### src/rtl/gfsq_pkg.sv
package gfsq_pkg;

    // Field width and number of conflict-free XOR layers
    localparam int FW     = 10;
    localparam int NLAYER = 2;
    localparam int STEP_W = (NLAYER > 1) ? $clog2(NLAYER) : 1;
    localparam int HALF   = FW / 2;

    typedef enum logic [1:0] {
        ST_IDLE = 2'd0,
        ST_RUN  = 2'd1,
        ST_DONE = 2'd2
    } sq_state_e;

    // Source bit XORed into target bit tgt during a layer, or -1 for none.
    // Layer 0: each upper coefficient a(h+5) folds into bit h (h = 0..4).
    // Layer 1: a9 also folds into bit 2; it conflicts with a7 -> bit 2.
    function automatic int layer_src(input int layer, input int tgt);
        int src;
        src = -1;
        if (layer == 0) begin
            if (tgt < HALF) src = tgt + HALF;
        end else if (layer == 1) begin
            if (tgt == 2) src = FW - 1;
        end
        return src;
    endfunction

    // Register bit that holds output coefficient k after forward squaring
    function automatic int home_pos(input int k);
        int pos;
        if ((k % 2) == 0)
            pos = k / 2;
        else if (k == 1)
            pos = FW - 1;
        else
            pos = (k + 7) / 2;
        return pos;
    endfunction

endpackage

### src/rtl/gfsq_xor_layer.sv
module gfsq_xor_layer
    import gfsq_pkg::*;
#(
    parameter int LAYER = 0
) (
    input  logic [FW-1:0] d_i,
    output logic [FW-1:0] q_o
);

    for (genvar t = 0; t < FW; t++) begin : g_bit
        localparam int SRC = layer_src(LAYER, t);
        if (SRC >= 0) begin : g_xor
            assign q_o[t] = d_i[t] ^ d_i[SRC];
        end else begin : g_pass
            assign q_o[t] = d_i[t];
        end
    end

endmodule

### src/rtl/gfsq_step_unit.sv
module gfsq_step_unit
    import gfsq_pkg::*;
(
    input  logic [FW-1:0]     d_i,
    input  logic [STEP_W-1:0] layer_i,
    output logic [FW-1:0]     q_o
);

    logic [FW-1:0] lay_out [NLAYER];

    for (genvar l = 0; l < NLAYER; l++) begin : g_layer
        gfsq_xor_layer #(.LAYER(l)) u_layer (
            .d_i (d_i),
            .q_o (lay_out[l])
        );
    end

    assign q_o = lay_out[layer_i];

endmodule

### src/rtl/gfsq_perm.sv
module gfsq_perm
    import gfsq_pkg::*;
#(
    parameter bit SCATTER = 1'b0
) (
    input  logic [FW-1:0] d_i,
    output logic [FW-1:0] q_o
);

    for (genvar k = 0; k < FW; k++) begin : g_map
        localparam int POS = home_pos(k);
        if (SCATTER) begin : g_sc
            assign q_o[POS] = d_i[k];
        end else begin : g_ga
            assign q_o[k] = d_i[POS];
        end
    end

endmodule

### src/rtl/gfsq_ctrl.sv
module gfsq_ctrl
    import gfsq_pkg::*;
(
    input  logic              clk,
    input  logic              rst_n,
    input  logic              start_i,
    input  logic              rev_i,
    output logic              load_en_o,
    output logic              step_en_o,
    output logic [STEP_W-1:0] layer_o,
    output logic              rev_o,
    output logic              done_o,
    output sq_state_e         state_o
);

    localparam logic [STEP_W-1:0] LAST = STEP_W'(NLAYER - 1);

    sq_state_e         state_q, state_d;
    logic [STEP_W-1:0] step_q;
    logic              rev_q;

    // Next-state logic
    always_comb begin
        state_d = state_q;
        unique case (state_q)
            ST_IDLE: if (start_i) state_d = ST_RUN;
            ST_RUN:  if (step_q == LAST) state_d = ST_DONE;
            ST_DONE: state_d = ST_IDLE;
            default: state_d = ST_IDLE;
        endcase
    end

    // State register, layer counter and captured mode
    always_ff @(posedge clk or negedge rst_n) begin
        if (!rst_n) begin
            state_q <= ST_IDLE;
            step_q  <= '0;
            rev_q   <= 1'b0;
        end else begin
            state_q <= state_d;
            if (state_q == ST_IDLE && start_i) begin
                step_q <= '0;
                rev_q  <= rev_i;
            end else if (state_q == ST_RUN && step_q != LAST) begin
                step_q <= step_q + 1'b1;
            end
        end
    end

    // Outputs decoded from state
    always_comb begin
        load_en_o = 1'b0;
        step_en_o = 1'b0;
        done_o    = 1'b0;
        unique case (state_q)
            ST_IDLE: load_en_o = start_i;
            ST_RUN:  step_en_o = 1'b1;
            ST_DONE: done_o    = 1'b1;
            default: ;
        endcase
    end

    assign layer_o = rev_q ? (LAST - step_q) : step_q;
    assign rev_o   = rev_q;
    assign state_o = state_q;

endmodule

### src/rtl/gf_sq_inplace.sv
module gf_sq_inplace
    import gfsq_pkg::*;
(
    input  logic          clk,
    input  logic          rst_n,
    input  logic          start_i,
    input  logic          rev_i,
    input  logic [FW-1:0] load_i,
    output logic          done_o,
    output logic [FW-1:0] value_o
);

    logic              load_en;
    logic              step_en;
    logic [STEP_W-1:0] layer_sel;
    logic              rev_mode;
    sq_state_e         fsm_state;
    logic [FW-1:0]     acc_q;
    logic [FW-1:0]     acc_step;
    logic [FW-1:0]     load_scat;
    logic [FW-1:0]     acc_gath;

    gfsq_ctrl u_ctrl (
        .clk       (clk),
        .rst_n     (rst_n),
        .start_i   (start_i),
        .rev_i     (rev_i),
        .load_en_o (load_en),
        .step_en_o (step_en),
        .layer_o   (layer_sel),
        .rev_o     (rev_mode),
        .done_o    (done_o),
        .state_o   (fsm_state)
    );

    gfsq_step_unit u_step (
        .d_i     (acc_q),
        .layer_i (layer_sel),
        .q_o     (acc_step)
    );

    // Reverse operands enter in the register's scrambled layout
    gfsq_perm #(.SCATTER(1'b1)) u_scatter (
        .d_i (load_i),
        .q_o (load_scat)
    );

    // Forward results leave in normal coefficient order
    gfsq_perm #(.SCATTER(1'b0)) u_gather (
        .d_i (acc_q),
        .q_o (acc_gath)
    );

    always_ff @(posedge clk or negedge rst_n) begin
        if (!rst_n) begin
            acc_q <= '0;
        end else if (load_en) begin
            acc_q <= rev_i ? load_scat : load_i;
        end else if (step_en) begin
            acc_q <= acc_step;
        end
    end

    assign value_o = rev_mode ? acc_q : acc_gath;

endmodule

### config.mk
export PLATFORM = sky130hd
export DESIGN_NAME = gf_sq_inplace
export DESIGN_NICKNAME = d
export VERILOG_FILES = /design/src/rtl/gfsq_pkg.sv /design/src/rtl/gfsq_xor_layer.sv /design/src/rtl/gfsq_step_unit.sv /design/src/rtl/gfsq_perm.sv /design/src/rtl/gfsq_ctrl.sv /design/src/rtl/gf_sq_inplace.sv
export SDC_FILE = /design/constraint.sdc
export NUM_CORES = 1
export LEC_CHECK = 0
export BUFFER_PORTS_ARGS = -buffer_cell sky130_fd_sc_hd__buf_2
export CAP_MARGIN = 20
export CORE_MARGIN = 8
export CORE_UTILIZATION = 25
export DETAILED_ROUTE_END_ITERATION = 8
export PLACE_DENSITY_LB_ADDON = 0.12
export SLEW_MARGIN = 0
export SYNTH_ARGS = -nofsm -noshare
export SYNTH_HDL_FRONTEND = slang
export SYNTH_SLANG_ARGS = --single-unit
export TNS_END_PERCENT = 1
### constraint.sdc
create_clock -name clk -period 4.1 [get_ports clk]
set_clock_uncertainty 0.1 [all_clocks]
set_input_delay 0.205 -clock clk [delete_from_list [all_inputs] [get_ports clk]]
set_output_delay 0.205 -clock clk [all_outputs]
set_load 0.02 [all_outputs]
==> flow_metrics.env, run 1 <==
export IMPL_status="completed"
export IMPL_clkSinkCount=14
export IMPL_fp_dieH_um=74.2
export IMPL_reg2reg_slack_ns=2.52
export IMPL_hp_class="in2reg"
export IMPL_globalplace_congestion=0.705
export IMPL_antenna_found_initial=0
export IMPL_crit_fanout=10
export IMPL_required_ns=3.80
export IMPL_synthXorXnorAreaFrac_pct=6.07
export IMPL_dr_pass1_iters=4
export IMPL_start_util_pct=25.8
export IMPL_top_level_ports=25
export IMPL_cts_resized=0
export IMPL_drive_gt1_share_pct=42.2
export IMPL_wl_per_cell_um=13.8
export IMPL_clk_latency_ns=0.28
export IMPL_placementRows=21
export IMPL_post_route_min_period_ns=1.75
export IMPL_cp_slowest_stage_delay_ns=0.62
export IMPL_synth_compound_area_share_pct=7.84
export IMPL_power_density_nw_per_um2=876
export IMPL_syn_area_um2=846
export IMPL_io_buffer_count=24
export IMPL_hold_viol_final=0
export IMPL_cts_buffers=3
export IMPL_finalSetupViolCount=0
export IMPL_critical_path_cell_count=2
export IMPL_drc=0
export IMPL_synth_top_cell_by_area="dfrtp_1"
export IMPL_fmax_mhz=570
export IMPL_cts_max_level=1
export IMPL_antenna_cells=0
export IMPL_ys_warn_count=0
export IMPL_syn_area_per_cell_um2=10.8
export IMPL_critPathLaunchType="flop"
export IMPL_grt_overflow=0
export IMPL_area_growth_pct=22.3
export IMPL_hold_start="load_i[0]"
export IMPL_rsz0062_at_grt="no"
export IMPL_cap_violations=0
export IMPL_synth_top_family_by_area="multiplexers"
export IMPL_ff2ff_path_depth=3
export IMPL_drtIter0Drc=5
export IMPL_yosysSeqAreaShare_pct=41.4
export IMPL_final_core_util_pct=31.5
export IMPL_synthAdderAreaFrac_pct=0
export IMPL_ys_flop_type="dfrtp_1"
export IMPL_finalMaxSlewViolations=0
export IMPL_synth_fp_nets=92
export IMPL_startpoint="u_ctrl.rev_o"
export IMPL_fin_nets=117
export IMPL_wl_mm=2.04
export IMPL_critical_path_class="reg2out"
export IMPL_fin_setup_tns_ns=0
export IMPL_maxSlewHeadroom_pct=71.3
export IMPL_ant_nets=0
export IMPL_synthTopCellsByArea="dfrtp_1, mux2i_1, mux2_2"
export IMPL_clock_root_buffer="clkbuf_4"
export IMPL_grt_max_degree=17
export IMPL_routed_via_count=655
export IMPL_synth_edff_count=0
export IMPL_grtUsageTotal_pct=8.33
export IMPL_max_vdd_ir_drop_mv=0.286
export IMPL_crit_family="flip-flops"
export IMPL_ys_types=24
export IMPL_crit_end="value_o[1]"
export IMPL_r2r_end="u_ctrl.rev_o"
export IMPL_path_buf_inv=1
export IMPL_path_cells="mux2_2, buf_2"
export IMPL_ys_async_sr_fraction_pct=100
export IMPL_yosysMostFrequentCell="dfrtp_1"
export IMPL_grt_pass1_vias=718
export IMPL_netlist_instances=78
export IMPL_ys_ff_latch=14
export IMPL_crit_slowest_cell="dfrtp_1"
export IMPL_grt_pass1_wl_mm=3.45
export IMPL_cts_tree="done"
export IMPL_die_x_um=74.2
export IMPL_clk_path_buf_depth=2
export IMPL_fin_crit_sh_pct=42.8
export IMPL_yosysTopAreaCellShare_pct=41.4
export IMPL_stdcell_count=148
export IMPL_worstPathArrival_ns=1.45
export IMPL_leakagePower_nw=0.474
export IMPL_cts_setup_buffers=0
export IMPL_r2r_start="u_ctrl.state_o[1]"
export IMPL_fin_hold_ws_ns=0.0349
export IMPL_path_clk_slew_ns=0.09
export IMPL_synthMuxAreaShare_pct=27.5
export IMPL_endpoint_kind="output port"
export IMPL_yosys_top_cells_count="dfrtp_1, mux2i_1, mux2_2, nor2_1"
export IMPL_core_area_um2=3280
export IMPL_hpwl_mm=1.52
export IMPL_viasPerCell=4.43
export IMPL_synthSimpleGateAreaFrac_pct=12.6
export IMPL_worst_slew_pin_slew_ns=0.430
export IMPL_dieArea_um2=5500
export IMPL_dp_cells=143
metrics by stage:
step	power, W	setup slack, ns	area [um^2]
after global routing	0.000982	2.27	1030
final	0.000906	2.35	1030
after floorplan	0.000690	2.73	846
after CTS	0.000918	2.33	1030
after detailed placement	0.000811	2.54	988
after global placement	0.000809	2.54	988
tightest hold or removal path: stages:
cell     delay, ns
buf_2         0.08
nand2_1       0.04
o21ai_0       0.06
how the worst min path moves through the flow:
stage | endpoint | depth (start not counted) | slack [ns]
2_1_floorplan | acc_q[0] | 0 | -0.19
3_3_place_gp | acc_q[7] | 1 | 0.03
3_5_place_dp | acc_q[7] | 1 | 0.03
4_1_cts | acc_q[7] | 2 | 0.04
5_1_grt | acc_q[0] | 3 | 0.05
6_report | acc_q[0] | 3 | 0.03
layout by cell type (no fill, tap or decap):
cell,instances
buf_2,24
dfrtp_1,14
mux2i_1,12
mux2_2,10
nor2_1,8
a21oi_1,5
nand3_1,5
xor2_1,4
clkbuf_4,3
nand2_1,2
o21ai_0,2
nor2b_1,1
and2b_1,1
and2_2,1
nand2b_1,1
nor2_4,1
xnor2_2,1
o311a_1,1
nor3_1,1
a211oi_2,1
inv_1,1
a21o_2,1
clkbuf_8,1
dlygate4sd3_1,1
report_power, final:
part           switching [W]  internal, W  total [W]
Sequential          0.000102     0.000210   0.000311
Clock              0.0000488    0.0000541   0.000103
Combinational       0.000264     0.000228   0.000492
Total               0.000415     0.000492   0.000906
cell type report:
type / instances / area [um^2]
fill: 364 / 2250
timing repair buffer: 25 / 130
inverter: 1 / 3.75
sequential: 14 / 350
multi-input combinational: 58 / 457
tap: 46 / 57.6
clock buffer: 4 / 36.3
sequential cells by signal, summed over array words and instances (netlist names):
register and cells:
acc_q 10, u_ctrl.state_o 2, u_ctrl.rev_o 1, u_ctrl.step_q 1
timing repair:
| item | CTS | global route |
|---|---|---|
| setup endpoints to repair | 0 | 0 |
| endpoints found under the hold margin | 14 | 0 |
| hold buffers | 1 | 0 |
layer usage:
| metal | wire, um | share of wire, % | GRT usage (%) |
|---|---|---|---|
| met4 | 59 | 2.9 | 5.99 |
| met1 | 993 | 49 | 10.4 |
| met3 | 104 | 5.1 | 1.62 |
| met2 | 886 | 43 | 12.5 |
| met5 | 0 | 0 | 0 |
cell families after synthesis:
| logic type | Yosys count |
|---|---|
| and+or+nand+nor | 21 |
| muxes | 22 |
| AOI/OAI and AO/OA | 10 |
| xor gates and xnor gates | 5 |
| DFF | 14 |
| buffers and inverters | 6 |
Power figures use the tool's default switching activity.
==> inputs of run 2 (changes only) <==
==> constraint.sdc (replaced) <==
create_clock -name clk -period 1.8 [get_ports clk]
set_clock_uncertainty 0.1 [all_clocks]
set_input_delay 0.09 -clock clk [delete_from_list [all_inputs] [get_ports clk]]
set_output_delay 0.09 -clock clk [all_outputs]
set_load 0.02 [all_outputs]
==> flow_metrics.env, run 2 (synthesized netlist as in run 1, its figures left out) <==
export IMPL_critPathLaunchType="flop"
export IMPL_fp_dieH_um=74.2
export IMPL_leakagePower_nw=0.488
export IMPL_start_util_pct=25.8
export IMPL_path_clk_slew_ns=0.10
export IMPL_ant_nets=0
export IMPL_power_density_nw_per_um2=1950
export IMPL_crit_fanout=10
export IMPL_area_growth_pct=25.6
export IMPL_final_cell_mix="buf_2, dfrtp_1, mux2i_1"
export IMPL_placementRows=21
export IMPL_worst_slew_pin_slew_ns=0.421
export IMPL_largest_reg_flops=10
export IMPL_clk_path_buf_depth=2
export IMPL_grt_pass1_wl_mm=3.21
export IMPL_post_route_min_period_ns=1.62
export IMPL_final_common_cell="buf_2"
export IMPL_r2r_start="u_ctrl.rev_o"
export IMPL_seqCellArea_um2=350
export IMPL_final_core_util_pct=32.3
export IMPL_fin_setup_tns_ns=0
export IMPL_grt_max_degree=15
export IMPL_endpoint_kind="output port"
export IMPL_hold_viol_final=0
export IMPL_top_level_ports=25
export IMPL_globalplace_congestion=0.706
export IMPL_wl_per_cell_um=13.3
export IMPL_finalMaxSlewViolations=0
export IMPL_drive_gt1_share_pct=41.9
export IMPL_top_register="acc_q"
export IMPL_cts_buffers=3
export IMPL_cap_violations=0
export IMPL_max_vdd_ir_drop_mv=0.832
export IMPL_critical_path_class="reg2out"
export IMPL_dieArea_um2=5500
export IMPL_worstPathArrival_ns=1.43
export IMPL_dr_pass1_iters=4
export IMPL_fin_nets=120
export IMPL_hpwl_mm=1.57
export IMPL_hp_class="in2reg"
export IMPL_multi_input_area_um2=457
export IMPL_cts_max_level=1
export IMPL_clk_latency_ns=0.28
export IMPL_drtIter0Drc=12
export IMPL_die_x_um=74.2
export IMPL_cts_setup_buffers=0
export IMPL_io_buffer_count=24
export IMPL_cts_tree="done"
export IMPL_clock_root_buffer="clkbuf_4"
export IMPL_antenna_found_initial=0
export IMPL_viasPerCell=4.36
export IMPL_grtUsageTotal_pct=7.71
export IMPL_ff2ff_path_depth=4
export IMPL_fin_crit_sh_pct=90.0
export IMPL_final_area_um2=1060
export IMPL_whs_endpoint="u_ctrl.state_o[0]"
export IMPL_status="completed"
export IMPL_placed_area_um2=996
export IMPL_crit_slowest_cell="dfrtp_1"
export IMPL_routed_via_count=659
export IMPL_r2r_end="acc_q[2]"
export IMPL_final_fill_count=348
export IMPL_drc=0
export IMPL_grt_pass1_vias=683
export IMPL_fmax_mhz=618
export IMPL_wl_mm=2.00
export IMPL_antenna_cells=0
export IMPL_finalSetupViolCount=0
export IMPL_path_cells="mux2_2, buf_2"
export IMPL_clkSinkCount=14
export IMPL_required_ns=1.61
export IMPL_maxSlewHeadroom_pct=71.9
export IMPL_rsz0062_at_grt="no"
export IMPL_core_area_um2=3280
export IMPL_min_path_cells=3
export IMPL_hold_start="start_i"
export IMPL_reg2reg_slack_ns=0.25
export IMPL_grt_overflow=0
export IMPL_cp_slowest_stage_delay_ns=0.61
run 2: area by class of cell:
type	count	share of cell area [%]
inverters	1	0.353
repair buffers	28	14.8
flip-flops and latches	14	33.0
clock buffers	4	3.42
well taps	46	5.42
multi-input cells	58	43.0
run 2: worst max-delay path by stage:
stage / from / end / slack (ns) / cells past startpoint
floorplan: u_ctrl.rev_o / acc_q[2] / 0.43 / 4
detailed placement: u_ctrl.rev_o / acc_q[2] / 0.26 / 4
CTS: u_ctrl.rev_o / value_o[6] / 0.17 / 2
global placement: u_ctrl.rev_o / acc_q[2] / 0.33 / 3
finish: u_ctrl.rev_o / value_o[4] / 0.18 / 2
global route: u_ctrl.rev_o / value_o[8] / 0.11 / 2
run 2: routing by layer:
| layer | share of wire [%] | wire (um) | GRT usage (%) |
|---|---|---|---|
| met5 | 0 | 0 | 0 |
| met2 | 45 | 898 | 10.7 |
| met3 | 5.2 | 104 | 1.75 |
| met1 | 48 | 964 | 10.4 |
| met4 | 1.8 | 36 | 4.66 |
run 2: through the flow:
stage / power [W] / setup slack, ns / std cells / hold WS, ns
floorplan: 0.00157 / 0.425 / 78 / -0.306
global placement: 0.00186 / 0.327 / 144 / -0.0817
detailed placement: 0.00186 / 0.259 / 144 / -0.0792
CTS: 0.00211 / 0.173 / 151 / 0.000767
global route: 0.00225 / 0.108 / 151 / 0.0118
finish: 0.00207 / 0.181 / 151 / 0.0123
run 2: critical path, delay by kind of cell, from the launching register on:
family,cells,cell delay (ns)
DFF,1,0.61
buffers and inverters,1,0.16
muxes,1,0.39
run 2: timing repair:
action	4_1_cts	5_1_grt
hold endpoints to repair	16	0
hold buffers	3	0
resized for setup	0	0
run 2: power breakdown:
part / total [W] / switching, W / leakage [nW] / internal (W)
Clock: 0.000229 / 0.000107 / 0.0210 / 0.000123
Sequential: 0.000695 / 0.000218 / 0.163 / 0.000477
Combinational: 0.00115 / 0.000617 / 0.304 / 0.000533
Total: 0.00207 / 0.000941 / 0.488 / 0.00113
==> inputs of run 3 (changes only) <==
--- a/config.mk
+++ b/config.mk
@@ -7,6 +7,7 @@
 export LEC_CHECK = 0
 export BUFFER_PORTS_ARGS = -buffer_cell sky130_fd_sc_hd__buf_2
 export CAP_MARGIN = 20
+export CORE_ASPECT_RATIO = 0.6
 export CORE_MARGIN = 8
 export CORE_UTILIZATION = 25
 export DETAILED_ROUTE_END_ITERATION = 8
==> constraint.sdc (replaced) <==
create_clock -name clk -period 1.7 [get_ports clk]
set_clock_uncertainty 0.1 [all_clocks]
set_input_delay 0.085 -clock clk [delete_from_list [all_inputs] [get_ports clk]]
set_output_delay 0.085 -clock clk [all_outputs]
set_load 0.02 [all_outputs]
==> flow_metrics.env, run 3 (synthesized netlist as in run 1, its figures left out) <==
export IMPL_hold_viol_final=0
export IMPL_clkSinkCount=14
export IMPL_endpoint_kind="output port"
export IMPL_dr_pass1_iters=4
export IMPL_r2r_end="acc_q[3]"
export IMPL_ff2ff_path_depth=4
export IMPL_drc=0
export IMPL_power_density_nw_per_um2=2140
export IMPL_dieArea_um2=5560
export IMPL_wl_per_cell_um=14.2
export IMPL_worst_slack_ns=0.118
export IMPL_largest_reg_flops=10
export IMPL_leakagePower_nw=0.501
export IMPL_fin_nets=121
export IMPL_critical_path_cell_count=3
export IMPL_grt_overflow=0
export IMPL_hp_class="in2reg"
export IMPL_crit_fanout=9
export IMPL_globalplace_congestion=0.750
export IMPL_antenna_cells=0
export IMPL_fmax_mhz=632
export IMPL_reg2reg_slack_ns=0.29
export IMPL_cap_violations=0
export IMPL_maxSlewHeadroom_pct=79.1
export IMPL_final_cell_mix="buf_2, dfrtp_1, mux2i_1"
export IMPL_min_path_cells=2
export IMPL_final_fill_count=362
export IMPL_top_level_ports=25
export IMPL_path_buf_inv=2
export IMPL_grt_pass1_wl_mm=3.45
export IMPL_status="completed"
export IMPL_whs_endpoint="acc_q[7]"
export IMPL_drtIter0Drc=15
export IMPL_area_growth_pct=28.3
export IMPL_fp_dieH_um=61.1
export IMPL_critical_path_class="reg2out"
export IMPL_hold_start="load_i[7]"
export IMPL_fin_crit_sh_pct=93.0
export IMPL_crit_slowest_cell="dfrtp_1"
export IMPL_placementRows=16
export IMPL_clk_latency_ns=0.24
export IMPL_io_buffer_count=24
export IMPL_finalSetupViolCount=0
export IMPL_finalMaxSlewViolations=0
export IMPL_worst_slew_pin_slew_ns=0.305
export IMPL_drive_gt1_share_pct=43.4
export IMPL_crit_family="flip-flops"
export IMPL_max_vdd_ir_drop_mv=0.690
export IMPL_rsz0062_at_grt="no"
export IMPL_cp_slowest_stage_delay_ns=0.42
export IMPL_fin_hold_ws_ns=0.00422
export IMPL_start_util_pct=26.1
export IMPL_wl_mm=2.14
export IMPL_routed_via_count=654
export IMPL_fin_setup_tns_ns=0
export IMPL_final_common_cell="buf_2"
export IMPL_path_clk_slew_ns=0.06
export IMPL_die_x_um=91.1
export IMPL_grt_max_degree=15
export IMPL_dp_slack_ns=0.301
export IMPL_hpwl_mm=1.68
export IMPL_top_register="acc_q"
export IMPL_post_route_min_period_ns=1.58
export IMPL_required_ns=1.51
export IMPL_path_cells="buf_4, mux2_2, buf_2"
export IMPL_clock_root_buffer="clkbuf_8"
export IMPL_grt_pass1_vias=665
export IMPL_viasPerCell=4.33
export IMPL_worstPathArrival_ns=1.40
export IMPL_cts_max_level=1
export IMPL_ant_nets=0
export IMPL_core_area_um2=3240
export IMPL_clk_path_buf_depth=2
export IMPL_grtUsageTotal_pct=8.19
export IMPL_critPathLaunchType="flop"
export IMPL_cts_buffers=3
export IMPL_r2r_start="u_ctrl.state_o[0]"
export IMPL_cts_tree="done"
export IMPL_antenna_found_initial=0
==> run 3: changes by cell type in the layout (fill, tap and decap cells not counted) <==
cell | before | now
buf_4 | 1 | 3
clkbuf_8 | 1 | 4
dlygate4sd3_1 | 3 | 2
clkbuf_4 | 3 | 0
==> run 3: routing by layer <==
metal  GRT usage (%)  routed length, um  part of all wire, %  vias up
li1                -                  -                    -      328
met1            11.2               1170                   55      310
met5               0                  0                    0        -
met4            1.39                 13                 0.61        0
met2            11.0                836                   39       14
met3            4.38                119                  5.6        2
==> run 3: through the flow <==
step | area, um^2 | util [%] | power, W | cells
2_1_floorplan | 846 | - | 0.00167 | 78
3_3_place_gp | 1010 | 31.1 | 0.00201 | 145
3_5_place_dp | 1010 | 31.1 | 0.00200 | 145
4_1_cts | 1080 | 33.4 | 0.00235 | 151
5_1_grt | 1080 | 33.4 | 0.00252 | 151
6_report | 1080 | 33.4 | 0.00232 | 151
==> run 3: worst max path at each step <==
stage / from / endpoint / slack (ns)
after floorplan: u_ctrl.rev_o / acc_q[2] / 0.33
after global placement: u_ctrl.state_o[1] / u_ctrl.rev_o / 0.25
after detailed placement: u_ctrl.state_o[1] / acc_q[7] / 0.30
after CTS: u_ctrl.rev_o / value_o[2] / 0.13
after global routing: u_ctrl.rev_o / value_o[4] / 0.08
final: u_ctrl.rev_o / value_o[2] / 0.12
==> run 3: area by class of cell <==
cell class / instances / area (um^2) / area share, %
timing repair buffer: 29 / 163 / 15.0
sequential: 14 / 350 / 32.3
multi-input combinational: 58 / 457 / 42.1
tap: 45 / 56.3 / 5.19
inverter: 1 / 3.75 / 0.346
clock buffer: 4 / 55.1 / 5.07
==> run 3: worst register-to-register path, cell delays in order (launching register included) <==
cell	delay (ns)
dfrtp_1	0.48
and2b_1	0.31
nand3_1	0.15
xor2_1	0.16
mux2i_1	0.13
==> run 3: repair_timing <==
action | in CTS | in global routing
hold endpoints to repair | 15 | 0
gates resized for setup | 0 | 0
setup buffers | 0 | 0
hold buffers | 2 | 0
==> run 3: where the power goes <==
| part | internal, W | switching [W] |
|---|---|---|
| registers | 0.000508 | 0.000219 |
| logic | 0.000588 | 0.000680 |
| clock network | 0.000205 | 0.000123 |
| total | 0.00130 | 0.00102 |
